### config.mk
export PLATFORM = sky130hd
export DESIGN_NAME = i2cTriTarget
export DESIGN_NICKNAME = d
export VERILOG_FILES = /design/src/rtl/i2cTgtPkg.sv /design/src/rtl/i2cBusSync.sv /design/src/rtl/i2cTgtDatapath.sv /design/src/rtl/i2cTgtControl.sv /design/src/rtl/i2cTriTarget.sv
export SDC_FILE = /design/constraint.sdc
export NUM_CORES = 1
export LEC_CHECK = 0
export BUFFER_PORTS_ARGS = -buffer_cell sky130_fd_sc_hd__buf_2
export CAP_MARGIN = 10
export CORE_MARGIN = 3
export CORE_UTILIZATION = 49
export CTS_BUF_LIST = sky130_fd_sc_hd__clkbuf_16
export CTS_CLUSTER_DIAMETER = 60
export DETAILED_ROUTE_END_ITERATION = 10
export PLACE_DENSITY_LB_ADDON = 0.25
export SETUP_SLACK_MARGIN = 0.2
export SLEW_MARGIN = 0
export SYNTH_ARGS = -nofsm -noshare
export SYNTH_HDL_FRONTEND = slang
export SYNTH_HIERARCHICAL = 1
export SYNTH_SLANG_ARGS = --single-unit
### constraint.sdc
create_clock -name clk -period 4.98 [get_ports clk]
set_input_delay 1.245 -clock clk [delete_from_list [all_inputs] [get_ports clk]]
set_output_delay 1.245 -clock clk [all_outputs]
set_load 0.02 [all_outputs]
### src/rtl/i2cTgtPkg.sv
package i2cTgtPkg;

  localparam int BYTE_BITS = 8;
  localparam int CNT_W     = $clog2(BYTE_BITS + 1);

  typedef enum logic [1:0] {
    FN_NONE = 2'd0,
    FN_MEM  = 2'd1,
    FN_PROT = 2'd2,
    FN_SENS = 2'd3
  } fnSel_t;

  // strobes from control to datapath
  typedef struct packed {
    logic clrCnt;
    logic shiftIn;
    logic loadTx;
    logic shiftTx;
  } dpCtrl_t;

endpackage

### src/rtl/i2cBusSync.sv
module i2cBusSync #(
  parameter int STAGES = 2
) (
  input  logic clk,
  input  logic rstN,
  input  logic sclIn,
  input  logic sdaIn,
  output logic sdaS,
  output logic sclRise,
  output logic sclFall,
  output logic startDet,
  output logic stopDet
);

  logic [STAGES-1:0] sclChain;
  logic [STAGES-1:0] sdaChain;
  logic sclS, sclP, sdaP;

  always_ff @(posedge clk or negedge rstN) begin
    if (!rstN) begin
      sclChain <= '1;
      sdaChain <= '1;
      sclP     <= 1'b1;
      sdaP     <= 1'b1;
    end else begin
      sclChain <= {sclChain[STAGES-2:0], sclIn};
      sdaChain <= {sdaChain[STAGES-2:0], sdaIn};
      sclP     <= sclS;
      sdaP     <= sdaS;
    end
  end

  assign sclS     = sclChain[STAGES-1];
  assign sdaS     = sdaChain[STAGES-1];
  assign sclRise  = sclS & ~sclP;
  assign sclFall  = ~sclS & sclP;
  assign startDet = sclS & sclP & sdaP & ~sdaS;
  assign stopDet  = sclS & sclP & ~sdaP & sdaS;

endmodule

### src/rtl/i2cTgtDatapath.sv
module i2cTgtDatapath
  import i2cTgtPkg::*;
(
  input  logic                 clk,
  input  logic                 rstN,
  input  dpCtrl_t              ctl,
  input  logic                 sdaS,
  input  logic [BYTE_BITS-2:0] rdLow,
  output logic [BYTE_BITS-1:0] rxByte,
  output logic [CNT_W-1:0]     bitCnt,
  output logic                 txNextBit
);

  logic [BYTE_BITS-2:0] txReg;

  always_ff @(posedge clk or negedge rstN) begin
    if (!rstN) begin
      rxByte <= '0;
      bitCnt <= '0;
      txReg  <= '1;
    end else begin
      if (ctl.clrCnt) begin
        bitCnt <= '0;
      end else if (ctl.shiftIn) begin
        rxByte <= {rxByte[BYTE_BITS-2:0], sdaS};
        bitCnt <= bitCnt + 1'b1;
      end
      if (ctl.loadTx) begin
        txReg <= rdLow;
      end else if (ctl.shiftTx) begin
        txReg <= {txReg[BYTE_BITS-3:0], 1'b1};
      end
    end
  end

  assign txNextBit = txReg[BYTE_BITS-2];

endmodule

### src/rtl/i2cTgtControl.sv
module i2cTgtControl
  import i2cTgtPkg::*;
#(
  parameter logic [3:0] MEM_CODE  = 4'b1010,
  parameter logic [3:0] PROT_CODE = 4'b0110,
  parameter logic [3:0] SENS_CODE = 4'b0011
) (
  input  logic                 clk,
  input  logic                 rstN,
  input  logic                 sclRise,
  input  logic                 sclFall,
  input  logic                 startDet,
  input  logic                 stopDet,
  input  logic                 sdaS,
  input  logic [2:0]           strap,
  input  logic                 memBusy,
  input  logic [BYTE_BITS-1:0] rxByte,
  input  logic [CNT_W-1:0]     bitCnt,
  input  logic                 txNextBit,
  input  logic                 rdTop,
  output dpCtrl_t              ctl,
  output logic                 sdaOe,
  output fnSel_t               funcSel,
  output logic                 isRead,
  output logic                 wrValid,
  output logic                 rdReq,
  output logic                 busStop
);

  typedef enum logic [2:0] {
    ST_IDLE, ST_ADDR, ST_AACK, ST_RX, ST_RACK, ST_TX, ST_TACK
  } state_t;

  localparam logic [CNT_W-1:0] LAST_BIT = CNT_W'(BYTE_BITS);

  state_t state;
  fnSel_t hitSel;
  logic   masterAck;
  logic   byteDone;

  assign byteDone = sclFall && (bitCnt == LAST_BIT);

  always_comb begin
    hitSel = FN_NONE;
    if (rxByte[3:1] == strap) begin
      if (rxByte[7:4] == MEM_CODE && !memBusy) hitSel = FN_MEM;
      else if (rxByte[7:4] == PROT_CODE)       hitSel = FN_PROT;
      else if (rxByte[7:4] == SENS_CODE)       hitSel = FN_SENS;
    end
  end

  always_comb begin
    ctl.clrCnt  = startDet || (sclFall && (state == ST_AACK || state == ST_RACK ||
                                           state == ST_TACK));
    ctl.shiftIn = sclRise && (state == ST_ADDR || state == ST_RX || state == ST_TX);
    ctl.loadTx  = !startDet && !stopDet && sclFall &&
                  ((state == ST_AACK && isRead) || (state == ST_TACK && masterAck));
    ctl.shiftTx = sclFall && (state == ST_TX) && (bitCnt != LAST_BIT);
  end

  assign rdReq = ctl.loadTx;

  always_ff @(posedge clk or negedge rstN) begin
    if (!rstN) begin
      state     <= ST_IDLE;
      funcSel   <= FN_NONE;
      isRead    <= 1'b0;
      sdaOe     <= 1'b0;
      wrValid   <= 1'b0;
      busStop   <= 1'b0;
      masterAck <= 1'b0;
    end else begin
      wrValid <= 1'b0;
      busStop <= 1'b0;
      if (startDet) begin
        state   <= ST_ADDR;
        funcSel <= FN_NONE;
        sdaOe   <= 1'b0;
      end else if (stopDet) begin
        state   <= ST_IDLE;
        funcSel <= FN_NONE;
        sdaOe   <= 1'b0;
        busStop <= 1'b1;
      end else begin
        unique case (state)
          ST_ADDR: if (byteDone) begin
            if (hitSel != FN_NONE) begin
              state   <= ST_AACK;
              funcSel <= hitSel;
              isRead  <= rxByte[0];
              sdaOe   <= 1'b1;
            end else begin
              state <= ST_IDLE;
            end
          end
          ST_AACK: if (sclFall) begin
            state <= isRead ? ST_TX : ST_RX;
            sdaOe <= isRead ? ~rdTop : 1'b0;
          end
          ST_RX: if (byteDone) begin
            state   <= ST_RACK;
            wrValid <= 1'b1;
            sdaOe   <= 1'b1;
          end
          ST_RACK: if (sclFall) begin
            state <= ST_RX;
            sdaOe <= 1'b0;
          end
          ST_TX: if (sclFall) begin
            if (bitCnt == LAST_BIT) begin
              state <= ST_TACK;
              sdaOe <= 1'b0;
            end else begin
              sdaOe <= ~txNextBit;
            end
          end
          ST_TACK: begin
            if (sclRise) masterAck <= ~sdaS;
            if (sclFall) begin
              state <= masterAck ? ST_TX : ST_IDLE;
              sdaOe <= masterAck ? ~rdTop : 1'b0;
            end
          end
          default: ;
        endcase
      end
    end
  end

endmodule

### src/rtl/i2cTriTarget.sv
module i2cTriTarget
  import i2cTgtPkg::*;
#(
  parameter int         SYNC_STAGES = 2,
  parameter logic [3:0] MEM_CODE    = 4'b1010,
  parameter logic [3:0] PROT_CODE   = 4'b0110,
  parameter logic [3:0] SENS_CODE   = 4'b0011
) (
  input  logic       clk,
  input  logic       rstN,
  input  logic       sclIn,
  input  logic       sdaIn,
  input  logic [2:0] strap,
  input  logic       memBusy,
  input  logic [7:0] rdData,
  output logic       sdaOe,
  output logic [1:0] funcSel,
  output logic       isRead,
  output logic       wrValid,
  output logic [7:0] wrData,
  output logic       rdReq,
  output logic       busStop
);

  logic sdaS, sclRise, sclFall, startDet, stopDet, txNextBit;
  logic [BYTE_BITS-1:0] rxByte;
  logic [CNT_W-1:0]     bitCnt;
  dpCtrl_t ctl;
  fnSel_t  fnSel;

  i2cBusSync #(.STAGES(SYNC_STAGES)) u_sync (
    .clk(clk), .rstN(rstN), .sclIn(sclIn), .sdaIn(sdaIn), .sdaS(sdaS),
    .sclRise(sclRise), .sclFall(sclFall), .startDet(startDet), .stopDet(stopDet)
  );

  i2cTgtDatapath u_dp (
    .clk(clk), .rstN(rstN), .ctl(ctl), .sdaS(sdaS), .rdLow(rdData[6:0]),
    .rxByte(rxByte), .bitCnt(bitCnt), .txNextBit(txNextBit)
  );

  i2cTgtControl #(
    .MEM_CODE(MEM_CODE), .PROT_CODE(PROT_CODE), .SENS_CODE(SENS_CODE)
  ) u_ctl (
    .clk(clk), .rstN(rstN), .sclRise(sclRise), .sclFall(sclFall),
    .startDet(startDet), .stopDet(stopDet), .sdaS(sdaS), .strap(strap),
    .memBusy(memBusy), .rxByte(rxByte), .bitCnt(bitCnt), .txNextBit(txNextBit),
    .rdTop(rdData[7]), .ctl(ctl), .sdaOe(sdaOe), .funcSel(fnSel), .isRead(isRead),
    .wrValid(wrValid), .rdReq(rdReq), .busStop(busStop)
  );

  assign funcSel = fnSel;
  assign wrData  = rxByte;

endmodule

Word-level counts from Yosys, hierarchy flattened
Cells that the tools add are included.
- flip-flop bits (word level): 35
- word-level logic and storage cells: 129
- add/subtract/negate cells: 1
- equal/unequal tests: 20
- muxes and demuxes: 45
- bitwise operators: 16
- reduce and logical (&&, ||, !) cells: 33
- operators by type and width (cell ; number):
    3-bit 2-to-1 mux ; 11
    4-bit by 1-bit != test with 1-bit output, second input constant ; 7
    2-bit 2-to-1 mux ; 10
    1-bit 2-to-1 mux ; 18
    3-bit one-hot mux with 6 select lines ; 1
    8-bit AND reduction ; 2
    7-bit 2-to-1 mux ; 2
    1-bit logical AND ; 11
    3-bit == test, second input constant ; 3
    1-bit inverter ; 9
    3-bit nonzero test ; 3
    4-bit == test, second input constant ; 2
    4-bit 2-to-1 mux ; 2
    8-bit nonzero test ; 1
    1-bit bitwise AND ; 7
    3-bit by 2-bit == test with 1-bit output, second input constant ; 2
    1-bit logical OR ; 6
    1-bit one-hot mux with 6 select lines ; 1
    2-bit nonzero test ; 3
    5-bit AND reduction ; 1
    4-bit by 1-bit adder with 4-bit output, second input constant ; 1
    4-bit by 2-bit == test with 1-bit output, second input constant ; 1
    4-bit by 3-bit == test with 1-bit output, second input constant ; 1
    4-bit by 2-bit != test with 1-bit output, second input constant ; 1
    7 further kinds ; 9

Longest topological paths before layout
- depth after elaboration: 11
- depth in mapped cells: 8
- mapped depth without buffers: 6

By module
The synthesis kept the hierarchy.
- by module, submodules not included (module ; times used ; cells an instance ; area each (um^2)):
    i2cTgtDatapath ; 1 ; 65 ; 863.3
    i2cTgtControl ; 1 ; 94 ; 768.2
    i2cBusSync ; 1 ; 10 ; 190.2

Worst setup path before layout
No wires, ideal clock.
- kind: register to output
- from: register u_sync.sdaChain[1]
- to: output rdReq
- data arrival time: 1.728 ns
- data required time: 3.735 ns
- path slack: 2.007 ns
- stages on the path, launching flop included: 5
- path buffers: 0
- cells stage by stage: dfstp_2 -> and4b_1 -> nor2_1 -> nand2_1 -> a211oi_1
- word-level cells in the longest chain between the ends: 6
- elaborated cells on any way between the ends: 8
- those cells by class: bitwise (3); reduce/logical (5)
- ends and longest elaborated chain (item ; RTL line ; text):
    start: declaration ; i2cBusSync.sv:16 ; logic [STAGES-1:0] sdaChain;
    start signal: assignment ; i2cBusSync.sv:27 ; sdaChain <= {sdaChain[STAGES-2:0], sdaIn};
    1-bit inverter ; i2cBusSync.sv:37 ; assign startDet = sclS & sclP & sdaP & ~sdaS;
    1-bit bitwise AND ; i2cBusSync.sv:37 ;
    named net startDet ; i2cTriTarget.sv:25 ; logic sdaS, sclRise, sclFall, startDet, stopDet, txNextBit;
    1-bit logical NOT ; i2cTgtControl.sv:56 ; ctl.loadTx = !startDet && !stopDet && sclFall &&
    1-bit logical AND (3 in series) ; i2cTgtControl.sv:56 ;
    end: declaration ; i2cTriTarget.sv:21 ; output logic rdReq,
The timed path passes the listed nets, and every way through them passes these cells.

Worst setup path in the final report
Ends and elaborated chain as after synthesis.

==> results.py <==
metrics = {
    "drt": {
        "wl_per_cell_um": 14.3,
        "first_pass_iters": 4,
        "vias": 1346,
        "vias_per_cell": 5.49,
        "totalWireLength_mm": 3.50,
        "drc_errors": 0,
        "ant_nets": 0,
        "drt_iter0_markers": 132,
    },
    "clock_tree": {
        "numClockSinks": 35,
        "root_buffer": "clkbuf_16",
        "holdBufCountCts": 0,
        "cts_resized": 0,
        "tritoncts": "built",
        "post_cts_buffers": 0,
        "htreeDepth": 2,
        "clk-insertion-delay-late_ns": 0.28,
        "clk_pin_slew_ns": 0.05,
        "cts_buffers": 5,
        "cts.path.max_buffers": 2,
    },
    "synthesis": {
        "synth-edff-count": 0,
        "yosysSeqAreaShare_pct": 49.0,
        "synth_commonest_cells": "22 x dfrtp_1, 16 x nand2_1, 15 x o21ai_0",
        "ys_ff_latch": 35,
        "synthArstFlopShare_pct": 100,
        "post-synth-top-area-cell": "dfrtp_1",
        "synth.most_common_cell": "dfrtp_1",
        "synthFlopType": "dfrtp_1",
        "syn_inst": 169,
        "synth_area_leaders": "dfrtp_1 30%, dfstp_2 19%, mux2_4 6.6%",
        "ys.warnings.count": 6,
        "netlist.area_leader.share_pct": 30.2,
        "synth_cell_type_count": 41,
        "syn_area_mm2": 0.00182,
        "synth_fp_nets": 186,
        "syn_avg_cell_area_um2": 10.8,
    },
    "sta": {
        "tns_ns": 0,
        "fmax_mhz": 286,
        "maxSlewHeadroom_pct": 35.1,
        "skew_ns": 0.00186,
        "fin_crit_sh_pct": 70.2,
        "final-setup-viol-count": 0,
        "hold_violations": 0,
        "period_minus_slack_ns": 3.50,
        "drv_slew": 0,
        "worst_slew_pin_slew_ns": 0.963,
        "rsz0062_at_grt": "no",
    },
    "global_routing": {
        "grt_pass1_wl_mm": 5.84,
        "track_usage_pct": 17.8,
        "overflow": 0,
        "first_global_vias": 1265,
        "antenna_found_initial": 0,
        "grt_max_degree": 36,
    },
    "floorplanning": {
        "start_util_pct": 52.5,
        "dieArea_mm2": 0.00449,
        "io_pins": 31,
        "fp-row-count": 21,
        "die_height_um": 67.0,
        "core_mm2": 0.00347,
        "die_width_um": 67.0,
    },
    "power": {
        "ir_drop_v": 0.000205,
        "internal_power_uw": 507,
        "p_sw_share_pct": 23.3,
        "p_comb_share_pct": 7.2,
        "power_frac_seq_pct": 47.1,
        "powerDensity_mw_per_mm2": 312,
        "clockPowerShare_pct": 45.7,
        "switchingPower_uw": 154,
        "p_leak_nw": 0.946,
    },
    "critical_path": {
        "arrival_ns": 2.25,
        "end_kind": "primary output",
        "critPathMaxFanout": 15,
        "path_buf_inv": 2,
        "max_stage_delay_ns": 0.56,
        "cp_top_family": "simple AND/OR/NAND/NOR gates",
        "cp-start-kind": "flop",
        "reg2reg_from": "u_sync/sclP$_DFF_PN1_",
        "crit_type": "reg2out",
        "crit_slowest_cell": "dfstp_2",
        "critPathLaunch": "u_sync/sdaChain[1]$_DFF_PN1_",
        "critPathRequiredTime_ns": 3.73,
        "path_cells": "and4b_1 > nor2_1 > nand2_1 > a211oi_1 > buf_4 > buf_2",
    },
    "placed_design": {
        "hpwl_mm": 2.47,
        "numPortBuffers": 30,
        "gp_congestion": 0.897,
    },
    "outcome": {
        "status": "completed",
    },
    "final_layout": {
        "fillCellCount": 323,
        "final_util_pct": 61.0,
        "syn_to_final_growth_pct": 16.1,
        "nets": 215,
        "drive_gt1_share_pct": 35.2,
        "antenna_cells": 0,
    },
    "min_path": {
        "min_from": "u_sync/sdaChain[0]$_DFF_PN1_",
        "hold_path_class": "reg2reg",
    },
    "flow_run": {
        "maxCapViolations": 0,
    },
}
cell usage in the layout (no fill, tap or decap), types with 4 or more instances in the layout:
master	n
a21oi_1	8
mux2i_1	8
dfstp_2	13
xnor2_1	5
clkbuf_16	5
nand2_1	16
nor3_1	4
nor2b_1	4
inv_1	5
buf_2	31
o21ai_0	15
nor2_1	13
mux2_4	8
dfrtp_1	22
kinds of logic after synthesis:
| logic type | synth area share (%) |
|---|---|
| mux | 12.2 |
| compound gates | 11.1 |
| buf+inv | 5.29 |
| flops | 49.0 |
| fa+ha+maj | 0.687 |
| xor+xnor | 2.40 |
| simple gates | 19.3 |
final timing paths:
| check | to | slack, ns | cells past startpoint |
|---|---|---|---|
| min reg2reg | u_sync/sdaChain[1]$_DFF_PN1_ | 0.36 | 0 |
| max in group asynchronous | u_ctl/masterAck$_DFFE_PN0P_ | 3.47 | 1 |
| min in group asynchronous | u_dp/bitCnt[0]$_DFFE_PN0P_ | 1.04 | 1 |
| max reg2reg | u_dp/rxByte[3]$_DFFE_PN0P_ | 2.35 | 5 |
| max | rdReq | 1.48 | 6 |
| min | u_sync/sdaChain[1]$_DFF_PN1_ | 0.36 | 0 |
flip-flops by register name, summed over array words and instances (netlist names):
signal and count:
u_ctl/funcSel 2, u_dp/txReg 7, u_dp/bitCnt 4, u_sync/sclP 1, u_ctl/isRead 1, u_ctl/masterAck 1, u_sync/sdaP 1, u_ctl/state 3
u_sync/sdaChain 2, u_ctl/wrValid 1, u_ctl/busStop 1, u_ctl/sdaOe 1, u_dp/rxByte 8, u_sync/sclChain 2
power by group through the flow:
stage          registers [mW]  logic [mW]  clock network [mW]
2_1_floorplan           0.318      0.0246                   0
3_3_place_gp            0.314      0.0468                   0
3_5_place_dp            0.316      0.0481                   0
4_1_cts                 0.311      0.0489               0.312
5_1_grt                 0.312      0.0527               0.327
6_report                0.311      0.0479               0.302
cell type report:
cell class	count	area, um^2	share of cell area [%]
clock buffer	5	125	5.92
clock inverter	3	25.0	1.18
inverter	5	18.8	0.888
multi-input combinational	119	833	39.4
sequential	35	892	42.2
tap	46	57.6	2.72
timing repair buffer	32	163	7.69
metrics by stage:
step	cell area (um^2)	std cells	power, mW	setup WS, ns	hold slack, ns
after floorplan	1820	169	0.342	2.01	0.345
after global placement	1960	236	0.361	1.89	0.349
after detailed placement	1960	236	0.364	1.82	0.351
after CTS	2110	244	0.672	1.48	0.360
after global routing	2110	245	0.692	1.31	0.364
final	2110	245	0.661	1.48	0.357
per-layer routing:
metal / global-route usage, % / routed length [um] / up-vias
met4: 6.08 / 44 / 0
met5: 0 / 0 / -
met2: 28.0 / 1680 / 39
met3: 5.90 / 184 / 5
met1: 22.9 / 1590 / 649
li1: - / - / 653
No activity file was read; power rests on OpenSTA's default activity.
